`src/rtl/alu8_pkg.sv`:
```
package alu8_pkg;

  typedef enum logic [3:0] {
    OP_AND   = 4'd0,
    OP_OR    = 4'd1,
    OP_XOR   = 4'd2,
    OP_ADD   = 4'd3,
    OP_ADDC  = 4'd4,
    OP_SUBD  = 4'd5,
    OP_SUBDC = 4'd6,
    OP_SUBS  = 4'd7,
    OP_SUBSC = 4'd8,
    OP_DEC   = 4'd9,
    OP_DECC  = 4'd10,
    OP_CMP   = 4'd11,
    OP_MUL   = 4'd12,
    OP_MULA  = 4'd13
  } alu_op_e;

  typedef enum logic [1:0] {
    CLS_NONE  = 2'd0,
    CLS_LOGIC = 2'd1,
    CLS_ARITH = 2'd2,
    CLS_MUL   = 2'd3
  } op_cls_e;

  typedef struct packed {
    logic c;
    logic v;
    logic z;
  } alu_flags_t;

  typedef struct packed {
    op_cls_e cls;
    logic    cmp;
    logic    upd_c;
    logic    upd_v;
    logic    upd_z;
    logic    res_we;
    logic    acc_we;
  } op_ctl_t;

  // Per-operation decode: result class, flag update mask, write strobes.
  function automatic op_ctl_t op_ctl(alu_op_e op);
    op_ctl_t c;
    c = '{cls: CLS_NONE, cmp: 1'b0, upd_c: 1'b0, upd_v: 1'b0,
          upd_z: 1'b0, res_we: 1'b0, acc_we: 1'b0};
    case (op)
      OP_AND, OP_OR, OP_XOR: begin
        c.cls = CLS_LOGIC; c.upd_z = 1'b1;
        c.res_we = 1'b1; c.acc_we = 1'b1;
      end
      OP_ADD, OP_ADDC, OP_SUBD, OP_SUBDC, OP_SUBS, OP_SUBSC,
      OP_DEC, OP_DECC: begin
        c.cls = CLS_ARITH; c.upd_c = 1'b1; c.upd_v = 1'b1; c.upd_z = 1'b1;
        c.res_we = 1'b1; c.acc_we = 1'b1;
      end
      OP_CMP: begin
        c.cls = CLS_ARITH; c.cmp = 1'b1;
        c.upd_c = 1'b1; c.upd_v = 1'b1; c.upd_z = 1'b1;
      end
      OP_MUL, OP_MULA: begin
        c.cls = CLS_MUL; c.res_we = 1'b1; c.acc_we = 1'b1;
      end
      default: c.cls = CLS_NONE;
    endcase
    return c;
  endfunction

endpackage

```
`src/rtl/alu8_logic.sv`:
```
module alu8_logic
  import alu8_pkg::*;
#(
  parameter int W = 8
) (
  input  alu_op_e        op,
  input  logic [W-1:0]   a,
  input  logic [W-1:0]   b,
  output logic [W-1:0]   y
);

  always_comb begin
    case (op)
      OP_AND:  y = a & b;
      OP_OR:   y = a | b;
      OP_XOR:  y = a ^ b;
      default: y = '0;
    endcase
  end

endmodule

```
`src/rtl/alu8_addsub.sv`:
```
module alu8_addsub
  import alu8_pkg::*;
#(
  parameter int W = 8
) (
  input  alu_op_e        op,
  input  logic [W-1:0]   a,
  input  logic [W-1:0]   b,
  input  logic           c_in,
  output logic [W-1:0]   y,
  output logic           c_out,
  output logic           v_out
);

  localparam int MSB = W - 1;
  localparam logic [W-1:0] ONE = W'(1);

  logic [W-1:0] minuend;
  logic [W-1:0] addend;
  logic         cy_in;
  logic [W:0]   sum;

  // One adder serves every arithmetic code. Subtraction adds the
  // inverted subtrahend; carry-in 1 means no borrow is pending.
  always_comb begin
    minuend = a;
    addend  = b;
    cy_in   = 1'b0;
    case (op)
      OP_ADD:   begin minuend = a; addend = b;     cy_in = 1'b0; end
      OP_ADDC:  begin minuend = a; addend = b;     cy_in = c_in; end
      OP_SUBD:  begin minuend = a; addend = ~b;    cy_in = 1'b1; end
      OP_SUBDC: begin minuend = a; addend = ~b;    cy_in = c_in; end
      OP_SUBS:  begin minuend = b; addend = ~a;    cy_in = 1'b1; end
      OP_SUBSC: begin minuend = b; addend = ~a;    cy_in = c_in; end
      OP_DEC:   begin minuend = a; addend = ~ONE;  cy_in = 1'b1; end
      OP_DECC:  begin minuend = a; addend = '1;    cy_in = c_in; end
      OP_CMP:   begin minuend = a; addend = ~b;    cy_in = 1'b1; end
      default:  begin minuend = a; addend = b;     cy_in = 1'b0; end
    endcase
    sum   = {1'b0, minuend} + {1'b0, addend} + {{W{1'b0}}, cy_in};
    y     = sum[W-1:0];
    c_out = sum[W];
    v_out = (minuend[MSB] == addend[MSB]) && (sum[MSB] != minuend[MSB]);
  end

endmodule

```
`src/rtl/alu8_mul.sv`:
```
module alu8_mul #(
  parameter int W = 8
) (
  input  logic             signed_mode,
  input  logic [W-1:0]     a,
  input  logic [W-1:0]     b,
  output logic [2*W-1:0]   prod
);

  localparam int PW = 2 * W;

  logic [PW-1:0] a_ext;
  logic [PW-1:0] b_ext;

  // Extending to the full product width makes one modular multiplier
  // give the correct low PW bits in both modes.
  always_comb begin
    a_ext = signed_mode ? {{W{a[W-1]}}, a} : {{W{1'b0}}, a};
    b_ext = signed_mode ? {{W{b[W-1]}}, b} : {{W{1'b0}}, b};
    prod  = a_ext * b_ext;
  end

endmodule

```
`src/rtl/alu8_core.sv`:
```
module alu8_core
  import alu8_pkg::*;
#(
  parameter int W = 8
) (
  input  logic           clk,
  input  logic           rst,
  input  logic           exec_en_i,
  input  logic [3:0]     op_i,
  input  logic [W-1:0]   a_i,
  input  logic [W-1:0]   b_i,
  output logic [W-1:0]   res_o,
  output logic [W-1:0]   acc_o,
  output logic           res_we_o,
  output logic           acc_we_o,
  output logic           flag_c_o,
  output logic           flag_v_o,
  output logic           flag_z_o
);

  localparam int PW = 2 * W;

  alu_op_e    op;
  op_ctl_t    ctl;
  alu_flags_t flags_q;
  alu_flags_t flags_d;

  logic [W-1:0]  lg_y;
  logic [W-1:0]  as_y;
  logic          as_c;
  logic          as_v;
  logic [PW-1:0] prod;
  logic [W-1:0]  z_src;
  logic          z_new;
  logic          v_new;

  assign op  = alu_op_e'(op_i);
  assign ctl = op_ctl(op);

  alu8_logic #(.W(W)) u_logic (
    .op (op),
    .a  (a_i),
    .b  (b_i),
    .y  (lg_y)
  );

  alu8_addsub #(.W(W)) u_addsub (
    .op    (op),
    .a     (a_i),
    .b     (b_i),
    .c_in  (flags_q.c),
    .y     (as_y),
    .c_out (as_c),
    .v_out (as_v)
  );

  alu8_mul #(.W(W)) u_mul (
    .signed_mode (op == OP_MULA),
    .a           (a_i),
    .b           (b_i),
    .prod        (prod)
  );

  // Result routing
  always_comb begin
    case (ctl.cls)
      CLS_LOGIC: begin res_o = lg_y;            acc_o = lg_y;           end
      CLS_MUL:   begin res_o = prod[PW-1:W];    acc_o = prod[W-1:0];    end
      default:   begin res_o = as_y;            acc_o = as_y;           end
    endcase
    res_we_o = exec_en_i & ctl.res_we;
    acc_we_o = exec_en_i & ctl.acc_we;
  end

  // Next flag values under the per-operation update mask
  always_comb begin
    z_src     = (ctl.cls == CLS_LOGIC) ? lg_y : as_y;
    z_new     = (z_src == '0);
    v_new     = ctl.cmp ? (as_c & ~z_new) : as_v;
    flags_d.c = ctl.upd_c ? as_c  : flags_q.c;
    flags_d.v = ctl.upd_v ? v_new : flags_q.v;
    flags_d.z = ctl.upd_z ? z_new : flags_q.z;
  end

  always_ff @(posedge clk) begin
    if (rst)            flags_q <= '0;
    else if (exec_en_i) flags_q <= flags_d;
  end

  assign flag_c_o = flags_q.c;
  assign flag_v_o = flags_q.v;
  assign flag_z_o = flags_q.z;

  // Checks on the flag register and strobes
  assert_reset_clears_R1: assert property (@(posedge clk)
    rst |=> (!flag_c_o && !flag_v_o && !flag_z_o));

  assert_add_wrap_sets_c_R2: assert property (@(posedge clk) disable iff (rst)
    (exec_en_i && op == OP_ADD && res_o < a_i) |=> flag_c_o);

  assert_sub_borrow_clears_c_R4: assert property (@(posedge clk) disable iff (rst)
    (exec_en_i && op == OP_SUBD && a_i < b_i) |=> !flag_c_o);

  assert_logic_keeps_cv_R7: assert property (@(posedge clk) disable iff (rst)
    (exec_en_i && ctl.cls == CLS_LOGIC) |=> ($stable(flag_c_o) && $stable(flag_v_o)));

  assert_mul_keeps_flags_R8: assert property (@(posedge clk) disable iff (rst)
    (exec_en_i && ctl.cls == CLS_MUL) |=> $stable({flag_c_o, flag_v_o, flag_z_o}));

  assert_cmp_composite_v_R10: assert property (@(posedge clk) disable iff (rst)
    (exec_en_i && op == OP_CMP) |=> (flag_v_o == (flag_c_o && !flag_z_o)));

  assert_cmp_no_write_R10: assert property (@(posedge clk) disable iff (rst)
    (exec_en_i && op == OP_CMP) |-> (!res_we_o && !acc_we_o));

  assert_idle_holds_R11: assert property (@(posedge clk) disable iff (rst)
    !exec_en_i |=> $stable({flag_c_o, flag_v_o, flag_z_o}));

  assert_unused_code_quiet_R12: assert property (@(posedge clk) disable iff (rst)
    (exec_en_i && op_i > 4'd13) |-> (!res_we_o && !acc_we_o));

endmodule

```
`config.mk`:
```
export PLATFORM = sky130hd
export DESIGN_NAME = alu8_core
export DESIGN_NICKNAME = d
export VERILOG_FILES = /design/src/rtl/alu8_pkg.sv /design/src/rtl/alu8_logic.sv /design/src/rtl/alu8_addsub.sv /design/src/rtl/alu8_mul.sv /design/src/rtl/alu8_core.sv
export SDC_FILE = /design/constraint.sdc
export NUM_CORES = 1
export LEC_CHECK = 0
export BUFFER_PORTS_ARGS = -buffer_cell sky130_fd_sc_hd__buf_2
export CAP_MARGIN = 5
export CORE_MARGIN = 5
export CORE_UTILIZATION = 62
export CTS_CLUSTER_DIAMETER = 60
export DETAILED_ROUTE_END_ITERATION = 10
export PLACE_DENSITY = 0.83
export SKIP_CTS_REPAIR_TIMING = 1
export SKIP_LAST_GASP = 1
export SLEW_MARGIN = 20
export SYNTH_ARGS = -nofsm -noshare
export SYNTH_HDL_FRONTEND = slang
export SYNTH_SLANG_ARGS = --single-unit
export TNS_END_PERCENT = 20
```
`constraint.sdc`:
```
create_clock -name clk -period 14.6 [get_ports clk]
set_input_delay 3.65 -clock clk [delete_from_list [all_inputs] [get_ports clk]]
set_output_delay 3.65 -clock clk [all_outputs]
set_load 0.01 [all_outputs]
```
==> results of run 1 <==
==> layout make-up <==
type	count	share of cell area [%]
clock buffer	4	0.826
inverter	137	9.43
multi-input combinational	503	82.1
sequential	3	1.10
tap	105	2.41
timing repair buffer	44	4.08
==> layout by cell type, fill, tap and decap left out, types with 4 or more instances in the layout <==
cell type / instances
nand2_1: 52
ha_1: 78
o22ai_1: 6
a221oi_1: 7
inv_1: 129
a21o_1: 13
mux2i_1: 11
xnor2_1: 34
clkinv_1: 8
nor3_1: 9
o31ai_1: 4
a21oi_1: 26
a31oi_1: 4
nand2b_1: 4
nor2_1: 82
o211ai_1: 6
o21a_1: 8
fa_1: 70
o21ai_0: 29
or2_2: 5
nor4_1: 4
buf_2: 43
o22a_1: 7
==> layer usage <==
metal  vias up  share of wire, %
met5         -                 0
li1       2215                 -
met4         0               4.1
met1      2333                39
met2       287                49
met3        61               8.6
==> cell families after synthesis <==
group,count (synthesis),synth area share [%]
buf+inv,167,12.5
flops,3,1.16
mux,12,2.34
xor+xnor,38,6.68
fa+ha+maj,148,45.8
simple gates,174,14.6
compound gates,131,16.9
==> through the flow <==
stage,instance area (um^2),std cells
finish,5450,796
global route,5450,796
CTS,5450,796
detailed placement,5410,792
global placement,5400,792
floorplan,5190,673
==> flip-flops by register name, indices dropped and copies added (netlist names) <==
| name | count |
|---|---|
| flag_z_o | 1 |
| flag_c_o | 1 |
| flag_v_o | 1 |
==> worst max-delay path, stage by stage <==
cell	delay (ps)
buf_2	370
and3b_1	370
nand2_1	190
nor3_1	400
fa_1	490
inv_1	90
fa_1	390
inv_1	60
ha_1	130
inv_1	50
fa_1	500
inv_1	50
fa_1	530
inv_1	50
fa_1	470
inv_1	40
ha_1	340
a21o_1	200
or3_1	310
o221a_2	260
nand2b_4	140
a31oi_1	260
xnor3_1	490
o21ai_1	170
buf_2	160
==> final timing paths <==
path                            startpoint       end  slack, ps  cells past startpoint
worst max register to register    flag_c_o  flag_z_o      11790                     11
worst max-delay path               op_i[3]  res_o[7]        770                     25
worst min-delay path              flag_c_o  flag_c_o        550                      2
worst min register to register    flag_c_o  flag_c_o        550                      2
==> power groups by stage <==
stage / combinational (mW) / clock [mW] / sequential [mW]
2_1_floorplan: 0.337 / 0 / 0.00961
3_3_place_gp: 0.425 / 0 / 0.00942
3_5_place_dp: 0.438 / 0 / 0.00944
4_1_cts: 0.443 / 0.0240 / 0.00937
5_1_grt: 0.505 / 0.0249 / 0.00938
6_report: 0.446 / 0.0241 / 0.00937
==> reports/summary.txt, run 1 <==
Crit. End Element - primary output
Via density - 6.15
Post-layout net count - 863
Largest net degree at the start of global routing - 27
Htree depth - 1
CTS buffer count - 3
Fin worst setup slack - 775 ps
DIE HEIGHT - 101 um
Starting Density - 63.4%
Mapped Cells - 673
Synth Cell Area - 0.00519 mm^2
Pre-CTS setup slack - 883 ps
Crit path kind - in -> out
CORE AREA - 0.00818 mm^2
Psw - 0.263 mW
Post-DR wirelength/cell - 17.6 um
Drt drc - 0
CTS Root Cell - clkbuf_8
CP Launch Type - input pin
Max Freq - 0.0723 GHz
Number of global-route vias before repair - 4866
Final ANT Viol Nets - 0
Max FO, Critical Path - 26
PwrDens - 87.9 mW/mm^2
Met2 usage - 48.4%
Synth area leader - fa_1
I/O Pins - 44
DR pass1 iterations - 7
Endpoints failing setup - 0
CP arrival - 10180 ps
GR Layer Usage met1 - 36.2%
CTS tree - done
Ys Warns - 0
Pint - 0.216 mW
Clock power share - 5.0%
Layer with the highest usage - met2
Post-Route Utilization - 66.7%
Syn avg cell area - 7.71 um^2
Initial DRC count - 519
Max Slew Vio Count - 0
Clk slew on worst S/H paths - 30 ps
Met3 GRT Util - 2.89%
Area delta synth->final - 5.14%
Pwr Total - 0.479 mW
Sequential power share - 2.0%
Die X - 101 um
Fillers - 709
Number of antenna cells inserted - 0
Max-slew headroom - 47.7%
Max cap viols - 0
Switching Fraction - 54.9%
Routed via count - 4896
Sequential cell area - 60.1 um^2
Maximum buffer depth of the clock tree - 2
Dpl hpwl - 11400 um
Area share of the largest cell type after synthesis - 27.0%
Status - completed
Final min period - 13830 ps
Fin crit share - 94.7%
Worst slack on hold paths - 552 ps
Ys async rst share - 0%
Synth area leaders - fa_1 27%, ha_1 19%, inv_1 9.3%
Top post-synthesis cells by count - 129 x inv_1, 82 x nor2_1, 78 x ha_1
Pleak - 2.86 nW
Clk_skew - 3.10 ps
Area of the multi-input gates - 0.00448 mm^2
Hold Path Class - reg -> reg
Ratio of cells with drive above 1 in the final layout - 8.97%
Gpl congestion - 1.01
Synth cell types - 57
Count leader, synth - inv_1
Synth Register Bits - 3
Critical Path RT - 10950 ps
Global-route wire length before repair - 23300 um
Die footprint - 0.0103 mm^2
Mapped Nets - 844
Worst Tran Pin Value - 777 ps
Total congestion overflow - 0
Worst-Skew Late Latency - 220 ps
Initial antenna violation count - 0
Post-synth EDFFs - 0
Core Rows - 33
WL final - 14000 um
Worst IR drop on VDD - 83.0 uV
Combinational Power Share - 93.0%
Port Buffers - 43
GRT Overall Usage - 28.2%
Ys flop type - dfxtp_1
Unrepaired setup endpoints after global routing - false
Fin Setup TNS - 0 ps
Clk sink count - 3
Final Hold Viols - 0
Post-synthesis sequential area ratio - 1.16%
Note: power is estimated with default switching activity, not from simulation.
==> run 2, diff against run 1 <==
--- a/config.mk
+++ b/config.mk
@@ -8,9 +8,10 @@
 export BUFFER_PORTS_ARGS = -buffer_cell sky130_fd_sc_hd__buf_2
 export CAP_MARGIN = 5
+export CORE_ASPECT_RATIO = 1.5
 export CORE_MARGIN = 5
-export CORE_UTILIZATION = 62
+export CORE_UTILIZATION = 57
 export CTS_CLUSTER_DIAMETER = 60
 export DETAILED_ROUTE_END_ITERATION = 10
-export PLACE_DENSITY = 0.83
+export PLACE_DENSITY = 0.81
 export SKIP_CTS_REPAIR_TIMING = 1
 export SKIP_LAST_GASP = 1
==> constraint.sdc (replaced) <==
create_clock -name clk -period 11.21 [get_ports clk]
set_input_delay 2.8025 -clock clk [delete_from_list [all_inputs] [get_ports clk]]
set_output_delay 2.8025 -clock clk [all_outputs]
set_load 0.02 [all_outputs]
==> reports/summary.txt, run 2 (synthesis results as in run 1) <==
DIE HEIGHT - 127 um (+25%)
Global-route wire length before repair - 24800 um (+6.4%)
Ratio of cells with drive above 1 in the final layout - 18.8% (+9.8 points)
Slowest cell on the critical path - fa_1
Pleak - 3.17 nW (+11%)
Maximum buffer depth of the clock tree - 2 (unchanged)
Post-DR wirelength/cell - 18.0 um (+2.5%)
GRT Overall Usage - 28.4% (+0.21 points)
Starting Density - 58.4% (-5.0 points)
Post-DP Area - 0.00581 mm^2 (+7.5%)
Area delta synth->final - 16.4%
Number of global-route vias before repair - 5116 (+5.1%)
CORE AREA - 0.00888 mm^2 (+8.6%)
Dpl hpwl - 12900 um (+13%)
Most common library cell in the layout ignoring fill and taps - inv_1
CTS buffer count - 3 (unchanged)
Worst Tran Pin Value - 766 ps (-11.5 ps)
PwrDens - 125 mW/mm^2 (+43%)
Worst path bufs/invs - 11 (+3)
Max cap viols - 0 (unchanged)
Die X - 87.9 um (-13%)
Gpl congestion - 0.970 (-3.5%)
Crit path kind - in -> out
Final Hold Viols - 0 (unchanged)
Port Buffers - 43 (unchanged)
Unrepaired setup endpoints after global routing - true
WL final - 15400 um (+10%)
Routed via count - 5053 (+3.2%)
Final min period - 11030 ps
Highest-count cells in the layout ignoring fill and taps - 123 x inv_1, 80 x nor2_1, 76 x ha_1, 67 x fa_1, 53 x buf_4
Total congestion overflow - 0 (unchanged)
Crit. End Element - primary output
Fin area - 0.00604 mm^2 (+11%)
DR pass1 iterations - 6 (-1)
Pwr Total - 0.756 mW (+58%)
Final ANT Viol Nets - 0 (unchanged)
Clk_skew - 1.25 ps (-1.84 ps)
Fin Setup TNS - 0 ps (unchanged)
Max Slew Vio Count - 0 (unchanged)
Worst slack on hold paths - 583 ps (+30.6 ps)
Hold Path Class - reg -> reg
Endpoints failing setup - 0 (unchanged)
CP Launch Type - input pin
Via density - 5.90 (-4.0%)
Worst IR drop on VDD - 116 uV (+40%)
Worst-Skew Late Latency - 220 ps (about the same)
Fin crit share - 98.4%
Clk sink count - 3 (unchanged)
Largest net degree at the start of global routing - 26 (-3.7%)
Status - completed
Initial antenna violation count - 0 (unchanged)
CP top delay family - adder cells
Placed Cells - 850 (+7.3%)
I/O Pins - 44 (unchanged)
Max Freq - 0.0907 GHz
Max FO, Critical Path - 4 (-85%)
Core Rows - 42 (+27%)
CTS Root Cell - clkbuf_16
Crit-path max cell delay - 540 ps (about the same)
Max-slew headroom - 48.8% (+1.1 points)
Die footprint - 0.0111 mm^2 (+8.3%)
Drt drc - 0 (unchanged)
Non-Filler Instances - 856 (+7.5%)
Initial DRC count - 359 (-31%)
Number of antenna cells inserted - 0 (unchanged)
Post-layout net count - 918 (+6.4%)
Clk slew on worst S/H paths - 30 ps (about the same)
CP arrival - 8220 ps (-1960 ps)
CTS tree - done
Htree depth - 1 (unchanged)
Critical Path RT - 8410 ps (-2540 ps)
run 2: changes by cell type in the layout (fill, tap and decap cells not counted), moves of 3 or more:
cell,previous run,this run
buf_4,1,53
buf_6,0,4
clkbuf_16,0,3
clkbuf_8,3,0
fa_1,70,67
fa_2,0,3
inv_1,129,123
inv_2,0,6
nand2_1,52,49
nor3_1,9,6
run 2: per-stage QoR:
stage               utilization (%)  worst slack, ps
CTS                            66.3             -277
detailed placement             65.4             -219
global route                   68.0            -61.4
finish                         68.0              183
global placement               65.4             -114
floorplan                         -             34.3
run 2: path summary, 6_finish.rpt:
| path | slack [ps] | start | end | depth (start not counted) |
|---|---|---|---|---|
| setup / recovery | 180 | op_i[1] | res_o[7] | 26 |
| hold / removal | 580 | flag_z_o | flag_z_o | 3 |
| setup reg to reg | 8400 | flag_c_o | flag_z_o | 11 |
| hold reg to reg | 580 | flag_z_o | flag_z_o | 3 |
run 2: tightest hold or removal path: cells and delay by family (launching register included):
family             cells  cell delay (ps)
and+or+nand+nor        2              180
DFF                    1              300
AOI/OAI and AO/OA      1               50
run 2: final cells by class:
class	count	area, um^2
tap	110	138
timing repair buffer	99	653
clock buffer	4	78.8
inverter	137	514
fill	728	2840
sequential	3	60.1
multi-input combinational	503	4590
run 2: power by group:
part	leakage, nW	total, mW	switching, mW	internal, mW
combinational	3.11	0.688	0.386	0.302
clock	0.0382	0.0563	0.00940	0.0469
sequential	0.0244	0.0122	0.000657	0.0115
run 2: per-layer routing:
metal  share of wire, %  up-vias  GRT usage (%)
met5                  0        -              0
met2                 51      245           49.1
li1                   -     2321              -
met4                7.6        0           17.2
met1                 35     2406           33.4
met3                5.8       81           2.08
